==> src/rtl/txg_pkg.sv <==
package txg_pkg;

  // Run strobes issued by the control to the counters.
  typedef struct packed {
    logic domRun;  // advance the dominant-run timer
    logic recRun;  // advance the undervoltage settling counter
  } txgStrobe_t;

  // Observations returned by the datapath to the control.
  typedef struct packed {
    logic txdHigh;     // synchronized transmit level
    logic domExpired;  // timer sits at its last allowed count
    logic recDone;     // settling counter sits at its last count
  } txgObs_t;

endpackage

==> src/rtl/txg_datapath.sv <==
module txg_datapath
  import txg_pkg::*;
#(
  parameter int SYNC_STAGES    = 2,
  parameter int DOM_TIMEOUT_CYC = 64,
  parameter int REC_DELAY_CYC   = 16
) (
  input  logic       clk,
  input  logic       rstN,
  input  logic       txdIn,
  input  txgStrobe_t strobe,
  output txgObs_t    obs
);

  localparam int DOM_W = $clog2(DOM_TIMEOUT_CYC + 1);
  localparam int REC_W = $clog2(REC_DELAY_CYC + 1);
  localparam logic [DOM_W-1:0] DOM_LAST = DOM_W'(DOM_TIMEOUT_CYC - 1);
  localparam logic [REC_W-1:0] REC_LAST = REC_W'(REC_DELAY_CYC - 1);

  logic txdSync;

  generate
    if (SYNC_STAGES < 2) begin : g_sync1
      logic syncQ;
      always_ff @(posedge clk or negedge rstN) begin
        if (!rstN) syncQ <= 1'b1;
        else       syncQ <= txdIn;
      end
      assign txdSync = syncQ;
    end else begin : g_syncN
      logic [SYNC_STAGES-1:0] syncQ;
      always_ff @(posedge clk or negedge rstN) begin
        if (!rstN) syncQ <= '1;
        else       syncQ <= {syncQ[SYNC_STAGES-2:0], txdIn};
      end
      assign txdSync = syncQ[SYNC_STAGES-1];
    end
  endgenerate

  logic [DOM_W-1:0] domCnt;
  logic [REC_W-1:0] recCnt;

  always_ff @(posedge clk or negedge rstN) begin
    if (!rstN) begin
      domCnt <= '0;
      recCnt <= '0;
    end else begin
      if (!strobe.domRun)        domCnt <= '0;
      else if (domCnt != DOM_LAST) domCnt <= domCnt + 1'b1;
      if (!strobe.recRun)        recCnt <= '0;
      else if (recCnt != REC_LAST) recCnt <= recCnt + 1'b1;
    end
  end

  assign obs.txdHigh    = txdSync;
  assign obs.domExpired = (domCnt == DOM_LAST);
  assign obs.recDone    = (recCnt == REC_LAST);

  AST_DOM_BOUND: assert property (@(posedge clk) disable iff (!rstN)
    domCnt <= DOM_LAST);
  AST_REC_BOUND: assert property (@(posedge clk) disable iff (!rstN)
    recCnt <= REC_LAST);

endmodule

==> src/rtl/txg_control.sv <==
module txg_control
  import txg_pkg::*;
(
  input  logic       clk,
  input  logic       rstN,
  input  logic       overTemp,
  input  logic       underVolt,
  input  txgObs_t    obs,
  output txgStrobe_t strobe,
  output logic       toLatch,
  output logic       thLatch,
  output logic       uvLatch
);

  always_comb begin
    strobe.domRun = !obs.txdHigh && !toLatch;
    strobe.recRun = uvLatch && !underVolt && obs.txdHigh;
  end

  always_ff @(posedge clk or negedge rstN) begin
    if (!rstN) begin
      toLatch <= 1'b0;
      thLatch <= 1'b0;
      uvLatch <= 1'b0;
    end else begin
      if (obs.txdHigh)                          toLatch <= 1'b0;
      else if (strobe.domRun && obs.domExpired) toLatch <= 1'b1;

      if (overTemp)         thLatch <= 1'b1;
      else if (obs.txdHigh) thLatch <= 1'b0;

      if (underVolt)                          uvLatch <= 1'b1;
      else if (strobe.recRun && obs.recDone)  uvLatch <= 1'b0;
    end
  end

  AST_TO_SET_LOW: assert property (@(posedge clk) disable iff (!rstN)
    $rose(toLatch) |-> !$past(obs.txdHigh));
  AST_TO_CLEAR_HIGH: assert property (@(posedge clk) disable iff (!rstN)
    (toLatch && obs.txdHigh) |=> !toLatch);
  AST_TH_HOLD_LOW: assert property (@(posedge clk) disable iff (!rstN)
    (thLatch && !obs.txdHigh) |=> thLatch);
  AST_UV_CLEAR_OK: assert property (@(posedge clk) disable iff (!rstN)
    $fell(uvLatch) |-> ($past(obs.txdHigh) && !$past(underVolt)));

endmodule

==> src/rtl/txd_guard.sv <==
module txd_guard
  import txg_pkg::*;
#(
  parameter int SYNC_STAGES     = 2,
  parameter int DOM_TIMEOUT_CYC = 64,
  parameter int REC_DELAY_CYC   = 16
) (
  input  logic clk,
  input  logic rstN,
  input  logic txdIn,
  input  logic overTemp,
  input  logic underVolt,
  input  logic normalEn,
  output logic drvDominant,
  output logic statTimeout,
  output logic statThermal,
  output logic statUndervolt
);

  txgStrobe_t strobe;
  txgObs_t    obs;
  logic       toLatch, thLatch, uvLatch;

  txg_datapath #(
    .SYNC_STAGES    (SYNC_STAGES),
    .DOM_TIMEOUT_CYC(DOM_TIMEOUT_CYC),
    .REC_DELAY_CYC  (REC_DELAY_CYC)
  ) u_dp (
    .clk   (clk),
    .rstN  (rstN),
    .txdIn (txdIn),
    .strobe(strobe),
    .obs   (obs)
  );

  txg_control u_ctl (
    .clk      (clk),
    .rstN     (rstN),
    .overTemp (overTemp),
    .underVolt(underVolt),
    .obs      (obs),
    .strobe   (strobe),
    .toLatch  (toLatch),
    .thLatch  (thLatch),
    .uvLatch  (uvLatch)
  );

  assign drvDominant = normalEn && !obs.txdHigh && !toLatch && !thLatch &&
                       !uvLatch && !overTemp && !underVolt;
  assign statTimeout   = toLatch;
  assign statThermal   = thLatch;
  assign statUndervolt = uvLatch;

endmodule

==> config.mk <==
export PLATFORM = sky130hd
export DESIGN_NAME = txd_guard
export DESIGN_NICKNAME = d
export VERILOG_FILES = /design/src/rtl/txg_pkg.sv /design/src/rtl/txg_datapath.sv /design/src/rtl/txg_control.sv /design/src/rtl/txd_guard.sv
export SDC_FILE = /design/constraint.sdc
export NUM_CORES = 1
export LEC_CHECK = 0
export BUFFER_PORTS_ARGS = -buffer_cell sky130_fd_sc_hd__buf_2
export CAP_MARGIN = 20
export CORE_MARGIN = 2
export CORE_UTILIZATION = 48
export DETAILED_ROUTE_END_ITERATION = 16
export PLACE_DENSITY = 0.71
export SLEW_MARGIN = 20
export SYNTH_ARGS = -nofsm -noshare
export SYNTH_HDL_FRONTEND = slang
export SYNTH_SLANG_ARGS = --single-unit
==> constraint.sdc <==
create_clock -name clk -period 1.7 [get_ports clk]
set_input_delay 0.085 -clock clk [delete_from_list [all_inputs] [get_ports clk]]
set_output_delay 0.085 -clock clk [all_outputs]
set_load 0.01 [all_outputs]
==> results.md <==
Floorplanning:
- The core area is 1506 sq um.
- The count of pins on the block boundary is 10.
- From left edge to right edge, the die measures 44.04 microns.
- The die area is 1940 sq um.
- Measured along the y axis, the die boundary spans 44.04 microns.
- The initialized floorplan defines 14 standard-cell rows.
- The effective utilization at floorplan is 51.08%.

Drt:
- The vias after detailed routing is 584.
- The number of DRC markers in iteration 0 is 10.
- The ratio of routed vias to standard cells is 5.670.
- The detail route stage leaves a number of antenna-violating nets equal to 0.
- The first detailed-routing pass took 4 iterations.
- The total DRC errors in the routed layout is 0.
- The routed design has 1412 microns of wire.
- The routed wire length per instance is 13.71 microns.

Synthesis:
- The post-synthesis share of cell area spent on full adders, half adders and majority gates is 4.878%.
- The share of cell area taken by muxes after synthesis is 1.301%.
- The synthesis-stage register bit count is 17.
- The main combinational cell family by area after synthesis is simple AND/OR/NAND/NOR gates.
- Counting every instance in the synthesized netlist gives 72.
- Summing the sequential cell areas from Yosys gives 55.61% of the chip area.
- The proportion of synthesized flip-flops having asynchronous set or reset is 100.0%.
- The count of synthesis-stage warnings from yosys is 0.
- Of the total synthesized cell area, the portion taken by AND, OR, NAND and NOR gates is 20.16%.
- The fraction of synthesized cell area in xor and xnor cells is 4.553%.
- Counting distinct cell types in the post-synthesis netlist gives 28.
- The post-synthesis instance area is 769.5 sq um.
- The number of nets in the synthesized netlist is 81.
- Counting flops with a built-in enable in the synthesized netlist gives 0.
- The most used flip-flop cell after synthesis is dfrtp_1.
- The dominant cell type by area after synthesis is dfrtp_1.
- Ranked by total cell area, the synthesized netlist is headed by dfrtp_1 (49%), dfstp_2 (6.8%), ha_1 (4.9%).
- The post-synthesis compound-gate area fraction is 11.38%.
- The mean cell area of the mapped netlist is 10.69 sq um.
- The share of Yosys cell area claimed by the top area cell type is 48.78%.

Worst setup path:
- The worst setup path is of the in -> out kind.
- The slowest stage of the critical path is the dlygate4sd3_1 cell.
- In this run the worst path has a maximum fanout of 2.
- The worst setup path is captured at an output pin.
- The largest single stage delay on the critical path is 0.54 ns.
- Among the stages of the critical path, the cell type that occurs most often is buf_2.
- Data on the critical path arrives at its endpoint at 1.54 ns.
- The critical path required time is 1.62 ns.
- The signal on the critical path passes through dlygate4sd3_1 -> buf_2 -> or4b_1 -> nor3_1 -> buf_2.
- STA classifies the critical path startpoint as a primary input.

Placement:
- The placed cell count is 96.
- The post-detailed-placement half-perimeter wirelength is 1034 microns.
- Buffers placed on the I/O ports in this run total 9.
- The weighted congestion at the end of routability-driven global placement is 0.7524.
- The pre-CTS worst setup slack is 0.1790 ns.

Run:
- Across the run, the number of max-cap violations was 0.

Global route:
- The remaining global-route overflow is 0.
- For this run, the total global-route usage over all layers was measured as 16.59%.
- The number of antenna violations at the first check in global routing is 0.
- The number of global-route vias before repair is 533.
- The global-route wire length before repair is 2325 microns.
- Entering global routing, the biggest net connects 18 pins.

Clock tree:
- The number of clock sinks is 17.
- The clock latency on the worst-skew pair is 0.28 ns.
- The post-cts sizing count is 0.
- Buffers inserted during clock tree synthesis total 3.
- TritonCTS built the clock tree.
- The register clock-pin slew on the reported worst setup and hold paths is 0.10 ns.
- The clock passes through at most 2 buffers.
- The H-tree level count is 1.
- The cell at the root of the clock tree is clkbuf_4.

Pwr:
- The worst voltage drop across the vdd grid is 0.0008170 V.
- The power density over the cells is 770.1 nW/um^2.
- The leakage component of the power is 0.4124 nW.
- Total power for the finished layout comes to 0.6860 mW.

STA:
- The final number of hold-violating endpoints is 0.
- Between clock sinks in the finished design, the worst skew comes to 0.001216 ns.
- The top achievable clock speed is 615.4 MHz.
- The clock period could shrink to 1.625 ns.
- Across all setup checks in the final design, the least slack found is 0.07506 ns.
- The number of setup violations in the final report is 0.
- The slew at the pin with the worst max-slew slack is 0.3666 ns.
- The final critical path takes up 95.58% of the cycle.
- The worst slew margin relative to its limit is 75.56%.
- The final max-slew violation count came to 0.

Worst hold path:
- The min-delay analysis places its worst path in the category in -> reg.

Finish:
- The layout overhead on the synthesized area is 15.77%.
- The fraction of final layout cells sized beyond drive strength 1 is 21.84%.
- The repair_antennas step left the layout with diodes totalling 0.
- For this run, the post-layout net count is 97.
- The post-layout instance count excluding filler cells is 103.

Outcome:
- The run finished with clean final reports.
[what timing repair did]
item                                    CTS  global route
setup buffers                             0             0
endpoints found under the setup margin    0             0
hold buffers                              2             1
endpoints found under the hold margin    16             1
[report_power, final]
part,switching [mW],internal (mW)
registers,0.0127,0.418
clock network,0.122,0.0871
logic,0.0245,0.0214
total,0.160,0.527
[state kept, by name, indices dropped and copies added, names as in the netlist]
register            flops
u_dp.recCnt             5
u_dp.g_syncN.syncQ      2
u_ctl.thLatch           1
u_ctl.toLatch           1
u_ctl.uvLatch           1
u_dp.domCnt             7
[critical path: cells and delay by family]
| kind | cells | cell delay [ns] |
|---|---|---|
| buf+inv | 3 | 0.82 |
| simple gates | 2 | 0.63 |
[through the flow]
step           util, %  hold WS, ns  area, sq um  setup TNS (ns)
6_report         59.14     0.009081        890.9               0
5_1_grt          59.14     0.001890        890.9       -0.002257
4_1_cts          58.47   0.00009373        880.8               0
3_5_place_dp     55.32      0.01939        833.3               0
3_3_place_gp     55.32      0.02081        833.3               0
2_1_floorplan        -      -0.2106        769.5               0
[cells in the final DEF (no fill, tap or decap), types with 2 or more instances in the layout]
| cell | n |
|---|---|
| dlygate4sd3_1 | 3 |
| a31oi_1 | 4 |
| ha_1 | 3 |
| dfstp_2 | 2 |
| inv_1 | 2 |
| nand3_1 | 2 |
| a21oi_1 | 4 |
| buf_2 | 9 |
| nand3b_1 | 2 |
| clkbuf_4 | 3 |
| o21ai_0 | 4 |
| nand2_1 | 4 |
| dfrtp_1 | 15 |
| nor3_1 | 3 |
| xor2_1 | 3 |
| a21o_1 | 2 |
| nor2_1 | 8 |
[cell families after synthesis]
kind of cell | after synthesis
AND/OR/NAND/NOR | 28
flip-flops | 17
AO/OA/AOI/OAI | 15
XOR/XNOR | 4
buffers and inverters | 4
adder cells (fa/ha/maj) | 3
multiplexers | 1
[area by class of cell]
type	instances	area [sq um]
repair buffers	13	82.58
fillers	127	615.6
flip-flops and latches	17	427.9
multi-input cells	51	325.3
clock buffers	3	22.52
inverters	2	7.507
clock inverters	1	5.005
well taps	16	20.02
[synth_stat cells (all sizes together) (3+ instances only)]
cell type / count
dfrtp: 15
nor2: 8
a21oi: 4
a31oi: 4
nand2: 4
o21ai: 4
ha: 3
nand3: 3
nor3: 3
xor2: 3
[path summary, 6_finish.rpt]
check                                      start                    end  slack (ns)  cells after the start
max                                     overTemp            drvDominant        0.08                      5
min                                    underVolt          u_ctl.uvLatch       0.009                      2
max reg2reg                       u_dp.recCnt[0]         u_dp.recCnt[3]        0.16                      6
min reg2reg                u_dp.g_syncN.syncQ[0]  u_dp.g_syncN.syncQ[1]        0.36                      0
max in group asynchronous                   rstN  u_dp.g_syncN.syncQ[1]        1.15                      2
min in group asynchronous                   rstN          u_ctl.thLatch        0.24                      2
[layer usage]
metal	vias up	share of wire (%)	routed length, microns	track usage [%]
met2	15	49	691	29.12
met5	-	0	0	0
met1	286	46	653	21.58
met3	2	4.0	56	2.449
met4	0	0.71	10	4.242
li1	281	-	-	-
Power figures use the tool's default switching activity.
